File: src/rtl/gpio_pkg.sv
package gpio_pkg;

    localparam int GP_ADDR_W = 8;

    localparam logic [GP_ADDR_W-1:0] OFS_DIR   = 8'h30;
    localparam logic [GP_ADDR_W-1:0] OFS_POL   = 8'h32;
    localparam logic [GP_ADDR_W-1:0] OFS_DRV   = 8'h34;
    localparam logic [GP_ADDR_W-1:0] OFS_ITYP  = 8'h36;
    localparam logic [GP_ADDR_W-1:0] OFS_FILT  = 8'h38;
    localparam logic [GP_ADDR_W-1:0] OFS_VIEW  = 8'h40;
    localparam logic [GP_ADDR_W-1:0] OFS_DATA  = 8'h42;
    localparam logic [GP_ADDR_W-1:0] OFS_STAT  = 8'h44;
    localparam logic [GP_ADDR_W-1:0] OFS_IEN   = 8'h46;
    localparam logic [GP_ADDR_W-1:0] OFS_CLR   = 8'h4C;
    localparam logic [GP_ADDR_W-1:0] OFS_SET   = 8'h4E;

    typedef enum logic [0:0] {
        DB_STEADY = 1'b0,
        DB_WAIT   = 1'b1
    } db_state_t;

endpackage

File: src/rtl/gpio_line_in.sv
module gpio_line_in
    import gpio_pkg::*;
#(
    parameter int DEB_TICKS = 16,
    localparam int CNT_W    = $clog2(DEB_TICKS + 1)
) (
    input  logic clk,
    input  logic rst_n,
    input  logic pin_i,
    input  logic filt_en_i,
    output logic level_o
);

    localparam logic [CNT_W-1:0] CNT_LAST = CNT_W'(DEB_TICKS - 1);

    logic             meta_q;
    logic             sync_q;
    logic             held_q;
    logic [CNT_W-1:0] cnt_q;
    db_state_t        st_q;
    db_state_t        st_d;

    // two-flop synchronizer
    always_ff @(posedge clk or negedge rst_n) begin
        if (!rst_n) begin
            meta_q <= 1'b0;
            sync_q <= 1'b0;
        end else begin
            meta_q <= pin_i;
            sync_q <= meta_q;
        end
    end

    // state register
    always_ff @(posedge clk or negedge rst_n) begin
        if (!rst_n) begin
            st_q <= DB_STEADY;
        end else begin
            st_q <= st_d;
        end
    end

    // next state
    always_comb begin
        st_d = st_q;
        unique case (st_q)
            DB_STEADY: begin
                if (filt_en_i && (sync_q != held_q)) begin
                    st_d = DB_WAIT;
                end
            end
            DB_WAIT: begin
                if (!filt_en_i || (sync_q == held_q) || (cnt_q == CNT_LAST)) begin
                    st_d = DB_STEADY;
                end
            end
        endcase
    end

    // counter and accepted level
    always_ff @(posedge clk or negedge rst_n) begin
        if (!rst_n) begin
            held_q <= 1'b0;
            cnt_q  <= '0;
        end else if (!filt_en_i) begin
            held_q <= sync_q;
            cnt_q  <= '0;
        end else begin
            unique case (st_q)
                DB_STEADY: cnt_q <= '0;
                DB_WAIT: begin
                    if (sync_q == held_q) begin
                        cnt_q <= '0;
                    end else if (cnt_q == CNT_LAST) begin
                        held_q <= sync_q;
                        cnt_q  <= '0;
                    end else begin
                        cnt_q <= cnt_q + 1'b1;
                    end
                end
            endcase
        end
    end

    assign level_o = filt_en_i ? held_q : sync_q;

endmodule

File: src/rtl/gpio_irq_unit.sv
module gpio_irq_unit #(
    parameter int LINES = 16
) (
    input  logic             clk,
    input  logic             rst_n,
    input  logic [LINES-1:0] asserted_i,
    input  logic [LINES-1:0] edge_mode_i,
    input  logic [LINES-1:0] enable_i,
    input  logic [LINES-1:0] w1c_i,
    output logic [LINES-1:0] status_o,
    output logic             irq_o
);

    logic [LINES-1:0] prev_q;
    logic [LINES-1:0] stat_q;

    always_ff @(posedge clk or negedge rst_n) begin
        if (!rst_n) begin
            prev_q <= '0;
        end else begin
            prev_q <= asserted_i;
        end
    end

    for (genvar g = 0; g < LINES; g++) begin : g_stat
        always_ff @(posedge clk or negedge rst_n) begin
            if (!rst_n) begin
                stat_q[g] <= 1'b0;
            end else if (edge_mode_i[g]) begin
                if (asserted_i[g] && !prev_q[g]) begin
                    stat_q[g] <= 1'b1;
                end else if (w1c_i[g]) begin
                    stat_q[g] <= 1'b0;
                end
            end else begin
                stat_q[g] <= asserted_i[g];
            end
        end
    end

    assign status_o = stat_q;
    assign irq_o    = |(stat_q & enable_i);

endmodule

File: src/rtl/gpio_ctrl.sv
module gpio_ctrl
    import gpio_pkg::*;
#(
    parameter int LINES     = 16,
    parameter int DEB_TICKS = 16
) (
    input  logic                 clk,
    input  logic                 rst_n,
    input  logic                 bus_sel,
    input  logic                 bus_wr,
    input  logic [GP_ADDR_W-1:0] bus_addr,
    input  logic [LINES-1:0]     bus_wdata,
    output logic [LINES-1:0]     bus_rdata,
    input  logic [LINES-1:0]     pin_in,
    output logic [LINES-1:0]     pin_oe,
    output logic [LINES-1:0]     pin_out,
    output logic                 irq
);

    logic [LINES-1:0] dir_q;
    logic [LINES-1:0] pol_q;
    logic [LINES-1:0] drv_q;
    logic [LINES-1:0] ityp_q;
    logic [LINES-1:0] filt_q;
    logic [LINES-1:0] data_q;
    logic [LINES-1:0] ien_q;

    logic [LINES-1:0] level_vec;
    logic [LINES-1:0] view_vec;
    logic [LINES-1:0] asserted_vec;
    logic [LINES-1:0] w1c_vec;
    logic [LINES-1:0] status_q;
    logic [LINES-1:0] rd_val;
    logic             wr_en;

    assign wr_en = bus_sel && bus_wr;

    always_ff @(posedge clk or negedge rst_n) begin
        if (!rst_n) begin
            dir_q  <= '0;
            pol_q  <= '0;
            drv_q  <= '0;
            ityp_q <= '0;
            filt_q <= '0;
            data_q <= '0;
            ien_q  <= '0;
        end else if (wr_en) begin
            case (bus_addr)
                OFS_DIR:  dir_q  <= bus_wdata;
                OFS_POL:  pol_q  <= bus_wdata;
                OFS_DRV:  drv_q  <= bus_wdata;
                OFS_ITYP: ityp_q <= bus_wdata;
                OFS_FILT: filt_q <= bus_wdata;
                OFS_DATA: data_q <= bus_wdata;
                OFS_IEN:  ien_q  <= bus_wdata;
                OFS_CLR:  data_q <= data_q & ~bus_wdata;
                OFS_SET:  data_q <= data_q | bus_wdata;
                default: ;
            endcase
        end
    end

    assign w1c_vec = (wr_en && (bus_addr == OFS_STAT)) ? bus_wdata : '0;

    for (genvar g = 0; g < LINES; g++) begin : g_line
        gpio_line_in #(
            .DEB_TICKS (DEB_TICKS)
        ) u_in (
            .clk       (clk),
            .rst_n     (rst_n),
            .pin_i     (pin_in[g]),
            .filt_en_i (filt_q[g] & ~dir_q[g]),
            .level_o   (level_vec[g])
        );

        assign pin_oe[g]  = dir_q[g] & (drv_q[g] ? ~data_q[g] : 1'b1);
        assign pin_out[g] = dir_q[g] & ~drv_q[g] & data_q[g];
    end

    assign view_vec     = level_vec ^ pol_q;
    assign asserted_vec = view_vec & ~dir_q;

    gpio_irq_unit #(
        .LINES (LINES)
    ) u_irq (
        .clk         (clk),
        .rst_n       (rst_n),
        .asserted_i  (asserted_vec),
        .edge_mode_i (ityp_q),
        .enable_i    (ien_q),
        .w1c_i       (w1c_vec),
        .status_o    (status_q),
        .irq_o       (irq)
    );

    always_comb begin
        case (bus_addr)
            OFS_DIR:  rd_val = dir_q;
            OFS_POL:  rd_val = pol_q;
            OFS_DRV:  rd_val = drv_q;
            OFS_ITYP: rd_val = ityp_q;
            OFS_FILT: rd_val = filt_q;
            OFS_VIEW: rd_val = view_vec;
            OFS_DATA: rd_val = data_q;
            OFS_STAT: rd_val = status_q;
            OFS_IEN:  rd_val = ien_q;
            default:  rd_val = '0;
        endcase
    end

    assign bus_rdata = bus_sel ? rd_val : '0;

endmodule

File: config.mk
export PLATFORM = sky130hd
export DESIGN_NAME = gpio_ctrl
export DESIGN_NICKNAME = d
export VERILOG_FILES = /design/src/rtl/gpio_pkg.sv /design/src/rtl/gpio_line_in.sv /design/src/rtl/gpio_irq_unit.sv /design/src/rtl/gpio_ctrl.sv
export SDC_FILE = /design/constraint.sdc
export NUM_CORES = 1
export LEC_CHECK = 0
export ABC_CLOCK_PERIOD_IN_PS = 2100
export BUFFER_PORTS_ARGS = -buffer_cell sky130_fd_sc_hd__buf_2
export CORE_MARGIN = 3
export CORE_UTILIZATION = 30
export DETAILED_ROUTE_END_ITERATION = 12
export PLACE_DENSITY = 0.51
export SLEW_MARGIN = 0
export SYNTH_ARGS = -nofsm -noshare
export SYNTH_HDL_FRONTEND = slang
export SYNTH_SLANG_ARGS = --single-unit
File: constraint.sdc
create_clock -name clk -period 2.1 [get_ports clk]
set_clock_uncertainty 0.1 [all_clocks]
set_input_delay 0.21 -clock clk [delete_from_list [all_inputs] [get_ports clk]]
set_output_delay 0.21 -clock clk [all_outputs]
set_load 0.02 [all_outputs]
# [Yosys cells after proc, flatten, opt, wreduce, memory -nomap -nowiden]
# Cells that the tools add are included.
[totals] regBits=288 inputBits=44 output_inout_bits=49
[op_classes] add_sub_neg=16 n_eq_ne=123 muxes=260 bitwise=135 reduce_logical=123
[ops] operator="2-to-1 mux 5 bit" count=48
[ops] operator="2-to-1 mux 1 bit" count=176
[ops] operator="one-hot mux 5 bit (2 select lines)" count=16
[ops] operator="one-hot mux 16 bit (9 select lines)" count=1
[ops] operator="inequality test 2 bit (second input constant)" count=48
[ops] operator="adder 5 x 1 -> 5 bit (second input constant)" count=16
[ops] operator="== test 5 x 4 -> 1 bit (second input constant)" count=16
[ops] operator="AND 1 bit" count=64
[ops] operator="inverter 1 bit" count=64
[ops] operator="AND 16 bit" count=3
[ops] operator="== test 8 x 7 -> 1 bit (second input constant)" count=6
[ops] operator="inequality test 3 x 1 -> 1 bit (second input constant)" count=16
[ops] operator="one-hot mux 16 bit (3 select lines)" count=1
[ops] operator="AND reduction 3 bit" count=16
[ops] operator="== test 8 x 6 -> 1 bit (second input constant)" count=5
[ops] operator="logical AND 1 bit" count=34
[ops] operator="zero test 1 bit" count=32
[ops] operator="logical OR 1 bit" count=32
[ops] operator="2-to-1 mux 16 bit" count=2
[ops] operator="inverter 16 bit" count=2
[ops] operator="one-hot mux 1 bit (2 select lines)" count=16
[ops] operator="== test 1 bit" count=16
[ops] operator="inequality test 1 bit" count=16
[ops] operator="OR 16 bit" count=1
[ops] operator="4 further kinds" count=10

# [Longest topological paths before layout]
# Gate-level depths: netlist (run 1).
[logic_depth] word_depth=8 depth_mapped=8 ltp_nobuf=6

# [Hierarchy]
# Synthesis (run 1) repeated with hierarchy kept, for this count alone.
[hier_totals] cells_unflattened=1172 hier_area_um2=13716.9
[modules_own_cells] module="gpio_ctrl" n_inst=1 cells_per_inst=576 area_per_inst_um2=6432.4
[modules_own_cells] module="gpio_line_in at g_line[0].u_in ..." n_inst=11 cells_per_inst=31 area_per_inst_um2=385.4
[modules_own_cells] module="gpio_line_in at g_line[5].u_in ..." n_inst=5 cells_per_inst=30 area_per_inst_um2=376.6
[modules_own_cells] module="gpio_irq_unit" n_inst=1 cells_per_inst=105 area_per_inst_um2=1162.4

# [Least setup slack after synthesis (run 1)]
# Ideal clock, no wire load.
[synth_path] path_type="input to output" startpoint="input port bus_addr[4]" endpoint="output port bus_rdata[6]" arrival_time_ps=1775 path_slack_ps=15 stages=6 n_path_buf=1 cell_sequence="or4b_1 -> buf_4 -> nor3_4 -> a22oi_1 -> a2bb2oi_1 -> a21oi_1"
[synth_via] elab_chain_cells=3 elab_cells_between_ends=11 classes_between="eq/ne (9); mux (2)"
[synth_lines] element="start: declaration" line="gpio_ctrl.sv:11" text="input logic [GP_ADDR_W-1:0] bus_addr,"
[synth_lines] element="== test 8 x 7 -> 1 bit or == test 8 x 6 -> 1 bit (tied branches)" line="gpio_ctrl.sv:97" text="case (bus_addr)"
[synth_lines] element="one-hot mux 16 bit (9 select lines) (*)" line="gpio_ctrl.sv:97"
[synth_lines] element="2-to-1 mux 16 bit (*)" line="gpio_ctrl.sv:111" text="assign bus_rdata = bus_sel ? rd_val : '0;"
[synth_lines] element="end: declaration" line="gpio_ctrl.sv:13" text="output logic [LINES-1:0] bus_rdata,"
# Every way passes the cells marked *; elsewhere a longest branch is shown, timed or not.

# [Worst setup path in the final report (run 1)]
[layout_path] startpoint="register dir_q[5]" endpoint="output port bus_rdata[5]"
[layout_via] elab_chain_cells=6
[layout_lines] element="start: declaration" line="gpio_ctrl.sv:20" text="logic [LINES-1:0] dir_q;"
[layout_lines] element="start signal: assignment" line="gpio_ctrl.sv:49" text="OFS_DIR: dir_q <= bus_wdata;"
[layout_lines] element="inverter 1 bit" line="gpio_ctrl.sv:72" text=".filt_en_i (filt_q[g] & ~dir_q[g]),"
[layout_lines] element="AND 1 bit" line="gpio_ctrl.sv:72"
[layout_lines] element="2-to-1 mux 1 bit" line="gpio_line_in.sv:85" text="assign level_o = filt_en_i ? held_q : sync_q;"
[layout_lines] element="XOR 16 bit" line="gpio_ctrl.sv:80" text="assign view_vec = level_vec ^ pol_q;"
[layout_lines] element="one-hot mux 16 bit (9 select lines) (*)" line="gpio_ctrl.sv:97"
[layout_lines] element="2-to-1 mux 16 bit (*)" line="gpio_ctrl.sv:111"
# Marked as above.

==> flow_summary.toml, run 1 <==
[drt]
dr.pass1.iters = 5
wl_um = 36080
drtIter0Drc = 490
antenna_left = 0
vias_per_cell = 4.807
dr_total_vias = 9639
wire_per_inst_um = 18.00
drc = 0

[die]
row_count = 76
io_pins = 93
dieArea_mm2 = 0.04731
fp.coreArea_mm2 = 0.04365
die_h_um = 217.5
die_w_um = 217.5
start_util = 0.3075

[finish]
num_antenna_cells = 0
largest_register_ffs = 80
drive_above_1_share = 0.3106
syn_to_final_growth_pct = 30.69
nets = 1462
multi_input_area_mm2 = 0.006226
n_fill_cell = 4204
top_register = "g_line.u_in.cnt_q"
fin_area_mm2 = 0.01754
final_common_cell = "dfrtp_1"
stdcell_count = 2005
final_cell_mix = "dfrtp_1, buf_4, nor2_1"
regArea_mm2 = 0.007209

[grt]
grt_use_met3 = 0.03233
grt_pass1_wl_um = 57230
gr-usage-all-layers = 0.1552
grt-busiest-layer = "met2"
grt_util_met1 = 0.2120
grt_max_degree = 53
antenna_found_initial = 2
grt_pass1_vias = 10070
grt_util_met2 = 0.2469
overflow = 0

[timing]
fin_crit_sh = 1.140
slew_viol_final = 0
fin_ws_ns = -0.2937
min_period_ns = 2.394
rsz0062_at_grt = "true"
setup_tns_ns = -3.068
setup_viol = 17
slew_headroom = 0.6688
tightest_slew_ns = 0.4967
fmax_ghz = 0.4178
hold_violations = 0

[critical_path]
cp-end-kind = "output pin"
endpoint = "bus_rdata[5]"
worstSetupPathType = "reg2out"
crit_chain = "nor2b_4 > mux2i_2 > xnor2_1 > a22oi_1 > a21oi_1 > buf_4 > buf_6"
r2r-start = "filt_q[10]$_DFFE_PN0P_"
crit_start = "dir_q[5]$_DFFE_PN0P_"
worstPathArrival_ns = 2.08
reg2reg_depth = 10
worst-path-stages = 7
worstPathBufferInverterCount = 2
cp_slowest_cell = "dfrtp_1"
crit_family = "flip-flops"
crit_required_ns = 1.79
critPathMaxStageDelay_ns = 0.41
r2r_end = "g_line[10].u_in.held_q$_DFFE_PN0P_"
ff2ff_setup_slack_ns = 0.10
start_kind = "flip-flop"
critPathMaxFanout = 2

[synth]
synthArstFlopShare = 1.000
synthesis.area_mm2 = 0.01342
synth_nets = 1197
synth_cells = 1137
synth_flop_cell = "dfrtp_1"
yosys_warnings = 0
yosys.area.top_type = "dfrtp_1"
ys_seq_elements = 288
synth.distinct_cells = 52
synth_top_area_share = 0.5370
ys_seq_area_frac = 0.5370
synth_edf_count = 0
synth.avg_cell_area_um2 = 11.80
synth.area.top_cells = "dfrtp_1, mux2_2, mux2i_1, xor2_1, mux2_1"

[power_and_ir_drop]
p_leak_nw = 8.331
powerDensity_mw_per_mm2 = 725.3
ir_worst_vdd_mv = 0.3884
power_w = 0.01272

[clock_network]
clk_pin_slew_ns = 0.05
cts_sinks = 288
cts_tree = "built"
clockRootBuffer = "clkbuf_16"
clk-insertion-delay-late_ns = 0.54
cts_made_buffers = 35
htreeDepth = 2
clock_path_buffers = 3

[placed_design]
place_hpwl_um = 25350
io_buffers = 92
routabilityCongestion = 0.8200
dp.cells = 1877
place_area_mm2 = 0.01542

[run]
drv_cap = 0

[status]
status = "complete, but fails checks"
violations = "setup timing"

[min_path]
worst_hold_path_type = "in2async"
-- repair_timing --
action / CTS / global route
gates cloned: 0 / 0
hold buffers: 33 / 0
hold endpoints to repair: 432 / 0
setup endpoints to repair: 17 / 21
buffers inserted: 28 / 13
pin swaps: 37 / 25
gates resized for setup: 64 / 42
-- power by group --
group          switching [W]  total, W  internal [W]
Combinational       0.000463  0.000898      0.000435
Clock                0.00229   0.00594       0.00365
Sequential          0.000170   0.00588       0.00571
-- how the worst min path moves through the flow --
stage                  from  cells past startpoint  slack (ns)                         endpoint
floorplan             rst_n                      0       -0.19            data_q[0]$_DFFE_PN0P_
global placement      rst_n                      1        0.08  g_line[3].u_in.meta_q$_DFF_PN0_
detailed placement    rst_n                      1        0.08  g_line[3].u_in.meta_q$_DFF_PN0_
CTS                 bus_sel                      4        0.09           data_q[15]$_DFFE_PN0P_
global route        bus_sel                      4        0.11           data_q[15]$_DFFE_PN0P_
finish                rst_n                      2        0.10  g_line[1].u_in.meta_q$_DFF_PN0_
-- through the flow --
stage	utilization	setup WS (ns)	hold slack (ns)
2_1_floorplan	-	0.01480	-0.1856
3_3_place_gp	0.3533	-0.2268	0.07985
3_5_place_dp	0.3533	-0.2905	0.08275
4_1_cts	0.3959	-0.3167	0.09325
5_1_grt	0.4019	-0.3783	0.1093
6_report	0.4019	-0.2937	0.1010
-- cell families after synthesis --
| logic type | after synthesis | synth area share |
|---|---|---|
| buffers and inverters | 62 | 0.02135 |
| AND/OR/NAND/NOR | 338 | 0.1284 |
| adder cells (fa/ha/maj) | 16 | 0.01492 |
| XOR/XNOR | 80 | 0.05220 |
| AO/OA/AOI/OAI | 161 | 0.08912 |
| flip-flops | 288 | 0.5370 |
| multiplexers | 192 | 0.1571 |
-- cells in the mapped netlist, types with 19 or more instances --
cell,n
clkbuf_1,22
nor2b_1,20
mux2i_1,73
mux2_1,44
o21ai_0,19
and3_1,29
a21boi_0,29
nor2_1,101
xnor2_1,19
nand2_1,74
dfrtp_1,288
nand3_1,41
xor2_1,61
mux2_2,65
and2_1,27
a22oi_1,24
-- per-layer routing --
| layer | up-vias | wire [um] |
|---|---|---|
| met2 | 167 | 16380 |
| met5 | - | 23 |
| met3 | 64 | 1484 |
| met4 | 4 | 1073 |
| met1 | 4822 | 17120 |
| li1 | 4582 | - |
-- final cells by class --
type	count	area share
Clock buffer	46	0.05642
Clock inverter	9	0.006848
Inverter	16	0.003424
Multi-Input combinational cell	787	0.3549
Sequential cell	288	0.4110
Tap cell	585	0.04173
Timing Repair Buffer	274	0.1256
Note: power is estimated with default switching activity, not from simulation.
==> run 2, diff against run 1 <==
CORE_ASPECT_RATIO = 1.5   (was default)
SKIP_CTS_REPAIR_TIMING = 1   (was default)
==> flow_summary.toml, run 2 (synthesized netlist as in run 1, its figures left out) <==
[die]
row_count = 94
start_util = 0.3051
io_pins = 93
dieArea_mm2 = 0.04736
die_w_um = 178.7
die_h_um = 265.1
fp.coreArea_mm2 = 0.04399

[clock_network]
htreeDepth = 1
cts_tree = "built"
clk-insertion-delay-late_ns = 0.58
clk_pin_slew_ns = 0.06
clock_path_buffers = 3
cts_sinks = 288
cts_made_buffers = 30
clockRootBuffer = "clkbuf_16"

[status]
status = "complete, but fails checks"
violations = "setup timing"

[power_and_ir_drop]
p_seq_frac = 0.484
switching_share = 0.2410
ir_worst_vdd_mv = 0.4414
p_sw_w = 0.002924
p_leak_nw = 8.120
p_int_w = 0.009212
clkPwrFrac = 0.444
powerDensity_mw_per_mm2 = 704.8
p_comb_frac = 0.072

[critical_path]
crit_start = "dir_q[3]$_DFFE_PN0P_"
start_kind = "flip-flop"
crit_required_ns = 1.79
critPathMaxStageDelay_ns = 0.40
worstSetupPathType = "reg2out"
crit_family = "flip-flops"
crit_chain = "nor2b_2 > mux2i_1 > xnor2_1 > nand2_1 > a31oi_4 > buf_6"
critPathMaxFanout = 2
worstPathArrival_ns = 2.09
cp_slowest_cell = "dfrtp_1"
r2r-start = "g_line[4].u_in.cnt_q[0]$_DFF_PN0_"
worstPathBufferInverterCount = 1
cp-end-kind = "output pin"

[timing]
tightest_slew_ns = 0.5458
fmax_ghz = 0.4166
slew_viol_final = 0
hold_violations = 0
fin_ws_ns = -0.3001
rsz0062_at_grt = "true"
setup_viol = 17
slew_headroom = 0.6361
fin_crit_sh = 1.143
min_period_ns = 2.400

[grt]
antenna_found_initial = 2
grt_pass1_vias = 9775
grt_use_met3 = 0.02271
gr-usage-all-layers = 0.1511
grt-busiest-layer = "met2"
grt_pass1_wl_um = 56020
grt_util_met2 = 0.2655
grt_util_met1 = 0.1914
grt_max_degree = 61
overflow = 0

[placed_design]
dp.cells = 1871
routabilityCongestion = 0.8483
place_hpwl_um = 26030
io_buffers = 92
place_ws_ns = -0.2837

[drt]
vias_per_cell = 4.834
dr.pass1.iters = 5
drc = 0
antenna_left = 0
dr_total_vias = 9543
wl_um = 36060
wire_per_inst_um = 18.27
drtIter0Drc = 575

[finish]
final_common_cell = "dfrtp_1"
num_antenna_cells = 0
final_cell_mix = "dfrtp_1, buf_4, nor2_1"
final_core_util = 0.3915
largest_register_ffs = 80
top_register = "g_line.u_in.cnt_q"
stdcell_count = 1974
nets = 1435
drive_above_1_share = 0.2954
syn_to_final_growth_pct = 28.29

[min_path]
worst_hold_path_type = "in2reg"
hp-start = "bus_sel"

[run]
drv_cap = 0
## run 2: final cells by class
class                   count  area [um2]
clock buffers              40       848.3
well taps                 576       720.7
multi-input cells         787        6208
flip-flops and latches    288        7209
clock inverters            15       151.4
repair buffers            252        2021
fillers                  4330       26770
inverters                  16       60.06
## run 2: power groups by stage
stage	sequential (W)	clock (W)	combinational, W
2_1_floorplan	0.00592	0	0.000402
3_3_place_gp	0.00597	0	0.000788
3_5_place_dp	0.00597	0	0.000795
4_1_cts	0.00587	0.00556	0.000799
5_1_grt	0.00590	0.00577	0.000958
6_report	0.00588	0.00539	0.000868
## run 2: worst reg2reg max path, stage by stage (launching register included)
cell      delay [ns]
dfrtp_1         0.39
ha_1            0.22
nand3_1         0.12
nor2_1          0.05
a21boi_0        0.26
mux2_2          0.37
## run 2: stage by stage
stage | hold slack (ns) | cell area, um2 | power (W) | TNS, ns
after global placement | 0.09680 | 15410 | 0.006754 | -5.959
after floorplan | -0.1856 | 13420 | 0.006320 | 0
after detailed placement | 0.09874 | 15410 | 0.006766 | -7.033
final | 0.03073 | 17220 | 0.01214 | -3.570
after CTS | -0.5067 | 16410 | 0.01222 | -7.525
after global routing | 0.03477 | 17220 | 0.01262 | -5.228
## run 2: layer usage
layer  wire (um)  up-vias
li1            -     4523
met1       15160     4794
met2       18720      175
met3        1415       47
met4         721        4
met5          34        -
## run 2: path summary, 6_finish.rpt
check	to	slack [ns]	cells past startpoint
worst max-delay path	bus_rdata[3]	-0.30	6
worst min register to register	g_line[10].u_in.sync_q$_DFF_PN0_	0.25	0
worst min-delay path	data_q[12]$_DFFE_PN0P_	0.03	4
worst max register to register	g_line[4].u_in.held_q$_DFFE_PN0P_	0.47	5
max in group asynchronous	g_line[6].u_in.cnt_q[0]$_DFF_PN0_	1.13	3
min in group asynchronous	g_line[8].u_in.meta_q$_DFF_PN0_	0.08	2
